### src/rtl/sdcmd_pkg.sv
// Shared constants for the SD command issue unit: register offsets,
// command flag positions, raw status positions and fixed masks.
package sdcmd_pkg;
    // register byte offsets
    localparam logic [7:0] OFS_CMD    = 8'h18;
    localparam logic [7:0] OFS_ARG    = 8'h1C;
    localparam logic [7:0] OFS_RESP0  = 8'h20;
    localparam logic [7:0] OFS_RESP1  = 8'h24;
    localparam logic [7:0] OFS_RESP2  = 8'h28;
    localparam logic [7:0] OFS_RESP3  = 8'h2C;
    localparam logic [7:0] OFS_MASK   = 8'h30;
    localparam logic [7:0] OFS_MSKD   = 8'h34;
    localparam logic [7:0] OFS_RAW    = 8'h38;
    localparam logic [7:0] OFS_STAT   = 8'h3C;

    // command flag positions
    localparam int CF_RESP  = 6;
    localparam int CF_LONG  = 7;
    localparam int CF_ASTOP = 12;
    localparam int CF_WAIT  = 13;
    localparam int CF_INIT  = 15;
    localparam int CF_START = 31;

    // raw status positions fed by dedicated inputs
    localparam int RS_CMD_DONE  = 2;
    localparam int RS_DATA_OVER = 3;
    localparam int RS_AUTO_DONE = 14;

    // error-class raw bits
    localparam logic [31:0] ERR_MASK = 32'hBFC2;
    // raw bits that the generic event input may set
    localparam logic [31:0] GEN_MASK = 32'hC001_BFF2;

    typedef enum logic [1:0] {SQ_IDLE, SQ_INIT, SQ_ISSUE} seq_state_t;
endpackage

### src/rtl/sdcmd_seq.sv
// Command sequencer: latches a command and its argument and, if asked,
// counts an initialisation clock train first. It then requests the line
// engine until the command is accepted.
// Assumes card_tick is a single-cycle pulse per card clock and
// INIT_CLKS >= 1.
module sdcmd_seq
    import sdcmd_pkg::*;
#(
    parameter int INIT_CLKS = 80
) (
    input  logic        clk,
    input  logic        rst_n,
    input  logic        cmd_wr,
    input  logic [31:0] cmd_wdata,
    input  logic [31:0] arg_in,
    input  logic        card_tick,
    input  logic        data_busy,
    input  logic        eng_accept,
    output logic [31:0] cmd_q,
    output logic [31:0] arg_q,
    output logic        busy,
    output logic        init_active,
    output logic        eng_req
);
    localparam int CNT_W = $clog2(INIT_CLKS + 1);
    localparam logic [CNT_W-1:0] CNT_LAST = CNT_W'(INIT_CLKS - 1);

    seq_state_t       st;
    logic [CNT_W-1:0] cnt;

    // state, latched command and init counter
    always_ff @(posedge clk) begin
        if (!rst_n) begin
            st    <= SQ_IDLE;
            cmd_q <= '0;
            arg_q <= '0;
            cnt   <= '0;
        end else begin
            case (st)
                SQ_IDLE: begin
                    if (cmd_wr) begin
                        cmd_q <= cmd_wdata;
                        if (cmd_wdata[CF_START]) begin
                            arg_q <= arg_in;
                            cnt   <= '0;
                            st    <= cmd_wdata[CF_INIT] ? SQ_INIT : SQ_ISSUE;
                        end
                    end
                end
                SQ_INIT: begin
                    if (card_tick) begin
                        if (cnt == CNT_LAST) st  <= SQ_ISSUE;
                        else                 cnt <= cnt + 1'b1;
                    end
                end
                SQ_ISSUE: begin
                    if (eng_req && eng_accept) st <= SQ_IDLE;
                end
                default: st <= SQ_IDLE;
            endcase
        end
    end

    // request gating and status flags
    always_comb begin
        busy        = (st != SQ_IDLE);
        init_active = (st == SQ_INIT);
        eng_req     = (st == SQ_ISSUE) && !(cmd_q[CF_WAIT] && data_busy);
    end


    busy_write_ignored_chk: assert property (@(posedge clk) disable iff (!rst_n)
        (busy && cmd_wr) |=> $stable(cmd_q));

    accept_clears_chk: assert property (@(posedge clk) disable iff (!rst_n)
        (eng_req && eng_accept) |=> !busy);

    init_count_bound_chk: assert property (@(posedge clk) disable iff (!rst_n)
        cnt < CNT_W'(INIT_CLKS));
endmodule

### src/rtl/sdcmd_resp.sv
// Response capture: four 32-bit words loaded on command completion.
// A long response fills all four words, a short one only word 0.
// Assumes resp_data is valid in the cycle cmd_done is high.
module sdcmd_resp #(
    parameter int NWORDS = 4
) (
    input  logic                 clk,
    input  logic                 rst_n,
    input  logic                 cmd_done,
    input  logic                 resp_en,
    input  logic                 resp_long,
    input  logic [32*NWORDS-1:0] resp_data,
    output logic [32*NWORDS-1:0] resp_q
);
    for (genvar i = 0; i < NWORDS; i++) begin : g_word
        // per-word load: word 0 always, others only for long responses
        always_ff @(posedge clk) begin
            if (!rst_n)
                resp_q[32*i +: 32] <= '0;
            else if (cmd_done && resp_en && (resp_long || i == 0))
                resp_q[32*i +: 32] <= resp_data[32*i +: 32];
        end
    end


    short_keeps_upper_chk: assert property (@(posedge clk) disable iff (!rst_n)
        (cmd_done && !resp_long) |=> $stable(resp_q[32*NWORDS-1:32]));
endmodule

### src/rtl/sdcmd_irq.sv
// Interrupt status: raw word with write-one-to-clear (set wins), mask
// register, masked interrupt output and fixed error summary.
// Assumes set_vec is made of single-cycle event pulses.
module sdcmd_irq
    import sdcmd_pkg::*;
(
    input  logic        clk,
    input  logic        rst_n,
    input  logic [31:0] set_vec,
    input  logic        clr_en,
    input  logic [31:0] clr_vec,
    input  logic        mask_wr,
    input  logic [31:0] mask_wdata,
    output logic [31:0] raw_q,
    output logic [31:0] mask_q,
    output logic        irq,
    output logic        err_sum
);
    logic [31:0] clr_eff;

    // select the clear pattern for this cycle
    always_comb clr_eff = clr_en ? clr_vec : '0;

    // raw status and mask registers
    always_ff @(posedge clk) begin
        if (!rst_n) begin
            raw_q  <= '0;
            mask_q <= '0;
        end else begin
            raw_q <= (raw_q & ~clr_eff) | set_vec;
            if (mask_wr) mask_q <= mask_wdata;
        end
    end

    // interrupt and error summary outputs
    always_comb begin
        irq     = |(raw_q & mask_q);
        err_sum = |(raw_q & ERR_MASK);
    end


    w1c_clears_chk: assert property (@(posedge clk) disable iff (!rst_n)
        (clr_en && set_vec == '0) |=> ((raw_q & $past(clr_vec)) == '0));

    set_wins_chk: assert property (@(posedge clk) disable iff (!rst_n)
        rst_n |=> ((raw_q & $past(set_vec)) == $past(set_vec)));

    err_cause_chk: assert property (@(posedge clk) disable iff (!rst_n)
        $rose(err_sum) |-> (($past(set_vec) & ERR_MASK) != '0));
endmodule

### src/rtl/sdcmd_ctrl.sv
// Top of the SD command issue unit: register decode, argument register,
// event steering into raw status, status word and read mux.
// Assumes a single-cycle write strobe and combinational reads.
module sdcmd_ctrl
    import sdcmd_pkg::*;
#(
    parameter int INIT_CLKS = 80
) (
    input  logic         clk,
    input  logic         rst_n,
    input  logic         bus_wr,
    input  logic [7:0]   bus_addr,
    input  logic [31:0]  bus_wdata,
    output logic [31:0]  bus_rdata,
    output logic         eng_req,
    output logic [31:0]  eng_cmd,
    output logic [31:0]  eng_arg,
    input  logic         eng_accept,
    output logic         init_active,
    input  logic         card_tick,
    input  logic         cmd_done,
    input  logic [127:0] resp_data,
    input  logic         data_over,
    input  logic [31:0]  evt_raw,
    input  logic         fifo_rx_wm,
    input  logic         fifo_tx_wm,
    input  logic         fifo_empty,
    input  logic         fifo_full,
    input  logic         card_present,
    input  logic         card_busy,
    input  logic         data_busy,
    output logic         irq,
    output logic         err_sum
);
    logic [31:0]  arg_reg;
    logic         cmd_busy;
    logic [127:0] resp_q;
    logic [31:0]  raw_q, mask_q, set_vec, stat_word;

    // argument register
    always_ff @(posedge clk) begin
        if (!rst_n)                           arg_reg <= '0;
        else if (bus_wr && bus_addr == OFS_ARG) arg_reg <= bus_wdata;
    end

    sdcmd_seq #(.INIT_CLKS(INIT_CLKS)) u_seq (
        .clk         (clk),
        .rst_n       (rst_n),
        .cmd_wr      (bus_wr && bus_addr == OFS_CMD),
        .cmd_wdata   (bus_wdata),
        .arg_in      (arg_reg),
        .card_tick   (card_tick),
        .data_busy   (data_busy),
        .eng_accept  (eng_accept),
        .cmd_q       (eng_cmd),
        .arg_q       (eng_arg),
        .busy        (cmd_busy),
        .init_active (init_active),
        .eng_req     (eng_req)
    );

    sdcmd_resp #(.NWORDS(4)) u_resp (
        .clk       (clk),
        .rst_n     (rst_n),
        .cmd_done  (cmd_done),
        .resp_en   (eng_cmd[CF_RESP]),
        .resp_long (eng_cmd[CF_LONG]),
        .resp_data (resp_data),
        .resp_q    (resp_q)
    );

    // steer events into raw status positions
    always_comb begin
        set_vec               = evt_raw & GEN_MASK;
        set_vec[RS_CMD_DONE]  = cmd_done;
        set_vec[RS_DATA_OVER] = data_over && !eng_cmd[CF_ASTOP];
        set_vec[RS_AUTO_DONE] = data_over && eng_cmd[CF_ASTOP];
    end

    sdcmd_irq u_irq (
        .clk        (clk),
        .rst_n      (rst_n),
        .set_vec    (set_vec),
        .clr_en     (bus_wr && bus_addr == OFS_RAW),
        .clr_vec    (bus_wdata),
        .mask_wr    (bus_wr && bus_addr == OFS_MASK),
        .mask_wdata (bus_wdata),
        .raw_q      (raw_q),
        .mask_q     (mask_q),
        .irq        (irq),
        .err_sum    (err_sum)
    );

    // status word assembly
    always_comb begin
        stat_word     = '0;
        stat_word[0]  = fifo_rx_wm;
        stat_word[1]  = fifo_tx_wm;
        stat_word[2]  = fifo_empty;
        stat_word[3]  = fifo_full;
        stat_word[8]  = card_present;
        stat_word[9]  = card_busy;
        stat_word[10] = data_busy;
    end

    // register read mux
    always_comb begin
        case (bus_addr)
            OFS_CMD:   bus_rdata = {cmd_busy, eng_cmd[30:0]};
            OFS_ARG:   bus_rdata = arg_reg;
            OFS_RESP0: bus_rdata = resp_q[31:0];
            OFS_RESP1: bus_rdata = resp_q[63:32];
            OFS_RESP2: bus_rdata = resp_q[95:64];
            OFS_RESP3: bus_rdata = resp_q[127:96];
            OFS_MASK:  bus_rdata = mask_q;
            OFS_MSKD:  bus_rdata = raw_q & mask_q;
            OFS_RAW:   bus_rdata = raw_q;
            OFS_STAT:  bus_rdata = stat_word;
            default:   bus_rdata = '0;
        endcase
    end


    req_means_pending_chk: assert property (@(posedge clk) disable iff (!rst_n)
        eng_req |-> eng_cmd[CF_START]);
endmodule

### config.mk
export PLATFORM = sky130hd
export DESIGN_NAME = sdcmd_ctrl
export DESIGN_NICKNAME = d
export VERILOG_FILES = /design/src/rtl/sdcmd_pkg.sv /design/src/rtl/sdcmd_seq.sv /design/src/rtl/sdcmd_resp.sv /design/src/rtl/sdcmd_irq.sv /design/src/rtl/sdcmd_ctrl.sv
export SDC_FILE = /design/constraint.sdc
export NUM_CORES = 1
export LEC_CHECK = 0
export BUFFER_PORTS_ARGS = -buffer_cell sky130_fd_sc_hd__buf_2
export CAP_MARGIN = 20
export CORE_ASPECT_RATIO = 0.5
export CORE_MARGIN = 4
export CORE_UTILIZATION = 30
export CTS_CLUSTER_SIZE = 10
export DETAILED_ROUTE_END_ITERATION = 6
export PLACE_DENSITY = 0.6
export SETUP_SLACK_MARGIN = 0.15
export SYNTH_ARGS = -nofsm -noshare
export SYNTH_HDL_FRONTEND = slang
export SYNTH_SLANG_ARGS = --single-unit
### constraint.sdc
create_clock -name clk -period 1.8 [get_ports clk]
set_clock_uncertainty 0.2 [all_clocks]
set_input_delay 0.09 -clock clk [delete_from_list [all_inputs] [get_ports clk]]
set_output_delay 0.09 -clock clk [all_outputs]
set_load 0.02 [all_outputs]
# Word-level counts from Yosys, hierarchy flattened
# Cells that the tools add are included.
# W data, S select, Z words.
[totals] input_bits=214 wordCells=71 ff_bits=297 output_inout_bits=100
[classes] bitwise_logic=4 n_mux=14 add_sub_neg=1 n_reduce_logical=22 n_eq_ne=19
[ops] op="$pmux W32 S10" n=1
[ops] op="$and A32 B32 Y32" n=2
[ops] op="$eq A8 B6 Y1 const B" n=8
[ops] op="$mux W32" n=1
[ops] op="$not A32 Y32" n=1
[ops] op="$or A32 B32 Y32" n=1
[ops] op="$reduce_or A32 Y1" n=1
[ops] op="$mux W7" n=4
[ops] op="$eq A8 B5 Y1 const B" n=2
[ops] op="$pmux W7 S2" n=1
[ops] op="$mux W2" n=6
[ops] op="$logic_and A1 B1 Y1" n=11
[ops] op="$reduce_and A5 Y1" n=2
[ops] op="$reduce_or A10 Y1" n=1
[ops] op="$ne A2 B1 Y1 const B" n=4
[ops] op="$add A7 B1 Y7 const B" n=1
[ops] op="$eq A7 B7 Y1 const B" n=1
[ops] op="$pmux W2 S3" n=1
[ops] op="$ne A2 B2 Y1 const B" n=2
[ops] op="$reduce_bool A2 Y1" n=2
[ops] op="$reduce_and A3 Y1" n=1
[ops] op="$eq A2 B1 Y1 const B" n=1
[ops] op="$eq A2 B2 Y1 const B" n=1
[ops] op="$logic_not A1 Y1" n=2
[ops] op="other kinds (2)" n=2

# Depth between registers and ports, before layout
[logic_depth] ltp_word=6 depth_mapped=8 depth_no_buf=5

# Hierarchy
# From an unflattened synthesis, not the netlist that was laid out.
[hier_totals] cells_unflattened=1669 hier_area_um2=14258.7
[modules_own_cells] module="sdcmd_resp" area_per_inst_um2=5208.7 cells_each=563 instances=1
[modules_own_cells] module="sdcmd_ctrl" area_per_inst_um2=3601.0 cells_each=494 instances=1
[modules_own_cells] module="sdcmd_seq" area_per_inst_um2=2925.3 cells_each=349 instances=1
[modules_own_cells] module="sdcmd_irq" area_per_inst_um2=2523.7 cells_each=263 instances=1

# Least setup slack after synthesis
# No wires, ideal clock.
[synth_timing] path_type="reg-to-reg" start="register u_seq.cnt[0]" end="register u_seq.cnt[4]" stages_incl_launch_ff=7 slack_ns=-0.175 arrival_time_ns=1.657 period_less_slack_ns=1.975 path_buffers=1 cell_sequence="dfxtp_1 -> ha_1 -> and3_1 -> a311o_1 -> or2_1 -> buf_2 -> o221a_1"
[synth_via] elab_chain_len=4 elab_cells_between_ends=7 classes_between="add/sub (1); eq/ne (2); mux (3); reduce/logical (1)"
[synth_rtl] item="start, declared" line="sdcmd_seq.sv:29" text="logic [CNT_W-1:0] cnt;"
[synth_rtl] item="start signal, assigned" line="sdcmd_seq.sv:53" text="else cnt <= cnt + 1'b1;"
[synth_rtl] item="$add A7 B1 Y7" line="sdcmd_seq.sv:53"
[synth_rtl] item="$mux W7" line="sdcmd_seq.sv:52" text="if (cnt == CNT_LAST) st <= SQ_ISSUE;"
[synth_rtl] item="$mux W7" line="sdcmd_seq.sv:51" text="if (card_tick) begin"
[synth_rtl] item="$pmux W7 S2" line="sdcmd_seq.sv:39" text="case (st)"
# Parallel ways exist; a longest one is shown, timed or not. The select of a mux whose other input is x is not followed.
# A chain may end at the register's enable or synchronous reset.

# Worst setup path in the final report
[layout_timing] start="register u_irq.mask_q[15]" end="output irq"
[layout_via] elab_chain_len=2
[layout_rtl] item="start, declared" line="sdcmd_irq.sv:15" text="output logic [31:0] mask_q,"
[layout_rtl] item="start signal, assigned" line="sdcmd_irq.sv:31" text="if (mask_wr) mask_q <= mask_wdata;"
[layout_rtl] item="$and A32 B32 Y32" line="sdcmd_irq.sv:37" text="irq = |(raw_q & mask_q);"
[layout_rtl] item="$reduce_or A32 Y1" line="sdcmd_irq.sv:37"
[layout_rtl] item="end, declared" line="sdcmd_ctrl.sv:32" text="output logic irq,"
# No other way between the ends.

==> flow_summary.toml <==
[synthesis]
synth_top_cells_by_area = "dfxtp_1, nand2_1, a21oi_1, a22oi_1, clkbuf_1"
synth-simple-area-share = 0.220
ys_ff_latch = 297
yosysUniqueCellTypes = 65
synth_cells = 1686
async_reset_ff_frac = 0
synth_top_area_frac = 0.456
synth_edf_count = 0
synth_mux_area_frac = 0.0314
yosys_warnings = 0
synth_compound_area_frac = 0.246
ys.flop_type = "dfxtp_1"
netlist_area_mm2 = 0.0130
syn_area_per_cell_um2 = 7.73
synth-xor-area-share = 0
seq_area_frac_synth = 0.456
synth_top_area_cell = "dfxtp_1"
synth_nets = 1901
synth_top_family_by_area = "compound AO/OA/AOI/OAI gates"
synth-adder-area-share = 0.000960

[timing]
setup_tns_ns = -7.91
finalCriticalPeriod_ns = 2.38
period_share = 1.32
hold_viol_final = 0
grt_setup_unrepaired = "yes"
setup_slack_ns = -0.581
finalSetupViolations = 34
relSlewSlack = 0.624
tightest_slew_ns = 0.564
clock.fmax_ghz = 0.420
drv_slew = 0

[cells_and_area]
fin_area_mm2 = 0.0205
nFillCells = 3956
seq_area_mm2 = 0.00606
multi_input_area_mm2 = 0.00724
syn2layout_area_growth_pct = 57.7
final_nets = 2478
largest_register_ffs = 128
drive_above_1_share = 0.330
top_register = "u_resp.resp_q"

[die]
initial_core_util = 0.307
coreArea_mm2 = 0.0424
fp.dieH_um = 155
die_area_mm2 = 0.0470
ios = 314
rows = 53
die_w_um = 303

[detailed_routing]
via_count = 15341
wl_per_cell_um = 21.8
route.final.wire_length_um = 62100
vias_per_cell = 5.38
drtIter0Drc = 1738
drc = 0
dr.pass1.iters = 7
ant_nets = 0

[worst_setup_path]
crit_fanout = 2
cp-end-kind = "output pin"
arrival_ns = 2.09
path_class = "reg2out"
worstPathRequired_ns = 1.51
startpoint_type = "flip-flop"

[global_route]
grt_pass1_vias = 14641
grt_max_degree = 56
grt_overflow = 0
grt_pass1_wl_um = 90300
antenna_found_initial = 2
track_usage = 0.251

[place]
dp_slack_ns = -0.221
dpl.hpwl_um = 43800
placed_area_mm2 = 0.0166
portBuffers = 296
gp_congestion = 0.940

[min_path]
min_path_type = "in2reg"

[clock_network]
cts-root-buf = "clkbuf_16"
path_clk_slew_ns = 0.05
cts_buffer_depth = 3
cts_buffers = 36
clock_sinks = 297
clkLatencyLatePin_ns = 0.52
h-tree-depth = 2
cts_tree = "built"

[pwr]
ir_drop_v = 0.000558
powerDensity_mw_per_mm2 = 704
totalPowerFinal_uw = 14500
p_leak_uw = 0.00779

[status]
status = "finished with violations"
violations = "setup timing"

[job]
drv_cap = 0
## worst max-delay path, stage by stage (launching register included)
cell and delay, ns:
dfxtp_1 0.31, a22o_1 0.26, a221oi_2 0.18, nand3_1 0.13
or4_4 0.53, buf_6 0.16
## area by class of cell
class | count | share of cell area
repair buffers | 677 | 0.268
diodes | 2 | 0.000244
inverters | 7 | 0.00164
clock buffers | 42 | 0.0460
clock inverters | 3 | 0.00128
flip-flops and latches | 297 | 0.295
well taps | 577 | 0.0351
multi-input cells | 1244 | 0.352
## synthesized netlist by cell type, types with 9 or more instances
master and instances:
buf_2 31, a22o_1 9, mux2i_1 24, nand3_1 22, o22ai_1 23, nand2_1 568, nor2_1 36, nand2b_1 9
clkbuf_1 96, a21boi_0 18, mux2_2 13, buf_1 9, dfxtp_1 297, a211o_1 9, o21ai_0 15, a21oi_1 298
a22oi_1 65, o21a_1 19
## cells in the final DEF, fill, tap and decap left out, types with 5 or more instances in the layout
master / count
nand2_1: 565
mux2i_1: 21
dfxtp_4: 12
a211o_1: 9
o21ai_0: 7
a221o_1: 5
o32a_1: 6
o22ai_2: 7
nand2b_4: 6
clkbuf_1: 5
dfxtp_1: 226
o21ai_2: 5
nor2_1: 31
buf_6: 51
buf_4: 151
nor2b_1: 5
o21a_1: 19
a22o_1: 9
dfxtp_2: 59
buf_2: 257
mux2_4: 6
buf_12: 31
mux2_2: 7
clkbuf_16: 38
o22ai_1: 16
a2bb2oi_1: 6
dlygate4sd3_1: 183
a21oi_2: 11
a32oi_2: 5
a21oi_1: 287
nand3_1: 17
a22oi_1: 27
a21boi_0: 18
a22oi_2: 38
## power breakdown
group	switching, uW	leakage (uW)	internal, uW
Clock	2760	0.000475	3680
Combinational	674	0.00488	714
Sequential	42.6	0.00243	6590
## path summary, 6_finish.rpt
| check | slack (ns) | to | from | depth (start not counted) |
|---|---|---|---|---|
| worst max-delay path | -0.58 | irq | u_irq.mask_q[15]$_SDFFE_PN0P_ | 5 |
| worst min-delay path | 0.12 | u_irq.raw_q[7]$_SDFF_PN0_ | evt_raw[7] | 3 |
| worst max register to register | 0.03 | u_seq.cnt[5]$_SDFFE_PN0P_ | u_seq.cnt[5]$_SDFFE_PN0P_ | 4 |
| worst min register to register | 0.25 | u_seq.arg_q[13]$_SDFFE_PN0P_ | u_seq.arg_q[13]$_SDFFE_PN0P_ | 2 |
## routing by layer
metal / vias up / routed length (um) / global-route usage
li1: 6996 / - / -
met1: 7358 / 24600 / 0.322
met2: 767 / 29100 / 0.412
met3: 220 / 5290 / 0.0484
met4: 0 / 3070 / 0.115
met5: - / 0 / 0
## kinds of logic after synthesis
kind of cell / Yosys count
muxes: 38
AOI/OAI and AO/OA: 518
adders and majority gates: 1
buffers and inverters: 145
DFF: 297
and+or+nand+nor: 687
## timing repair
action | in CTS | in global routing
cloned | 1 | 1
pin swaps | 60 | 46
setup endpoints to repair | 113 | 81
gates resized for setup | 203 | 88
buffers inserted | 10 | 7
hold endpoints to repair | 262 | 0
hold buffers | 183 | 0
## through the flow
stage               hold slack (ns)  std cells   util
floorplan                   -0.0230       1686      -
global placement              0.101       2600  0.391
detailed placement            0.104       2600  0.391
CTS                          0.0993       2839  0.475
global route                  0.148       2849  0.484
finish                        0.125       2849  0.484
Note: power is estimated with default switching activity, not from simulation.
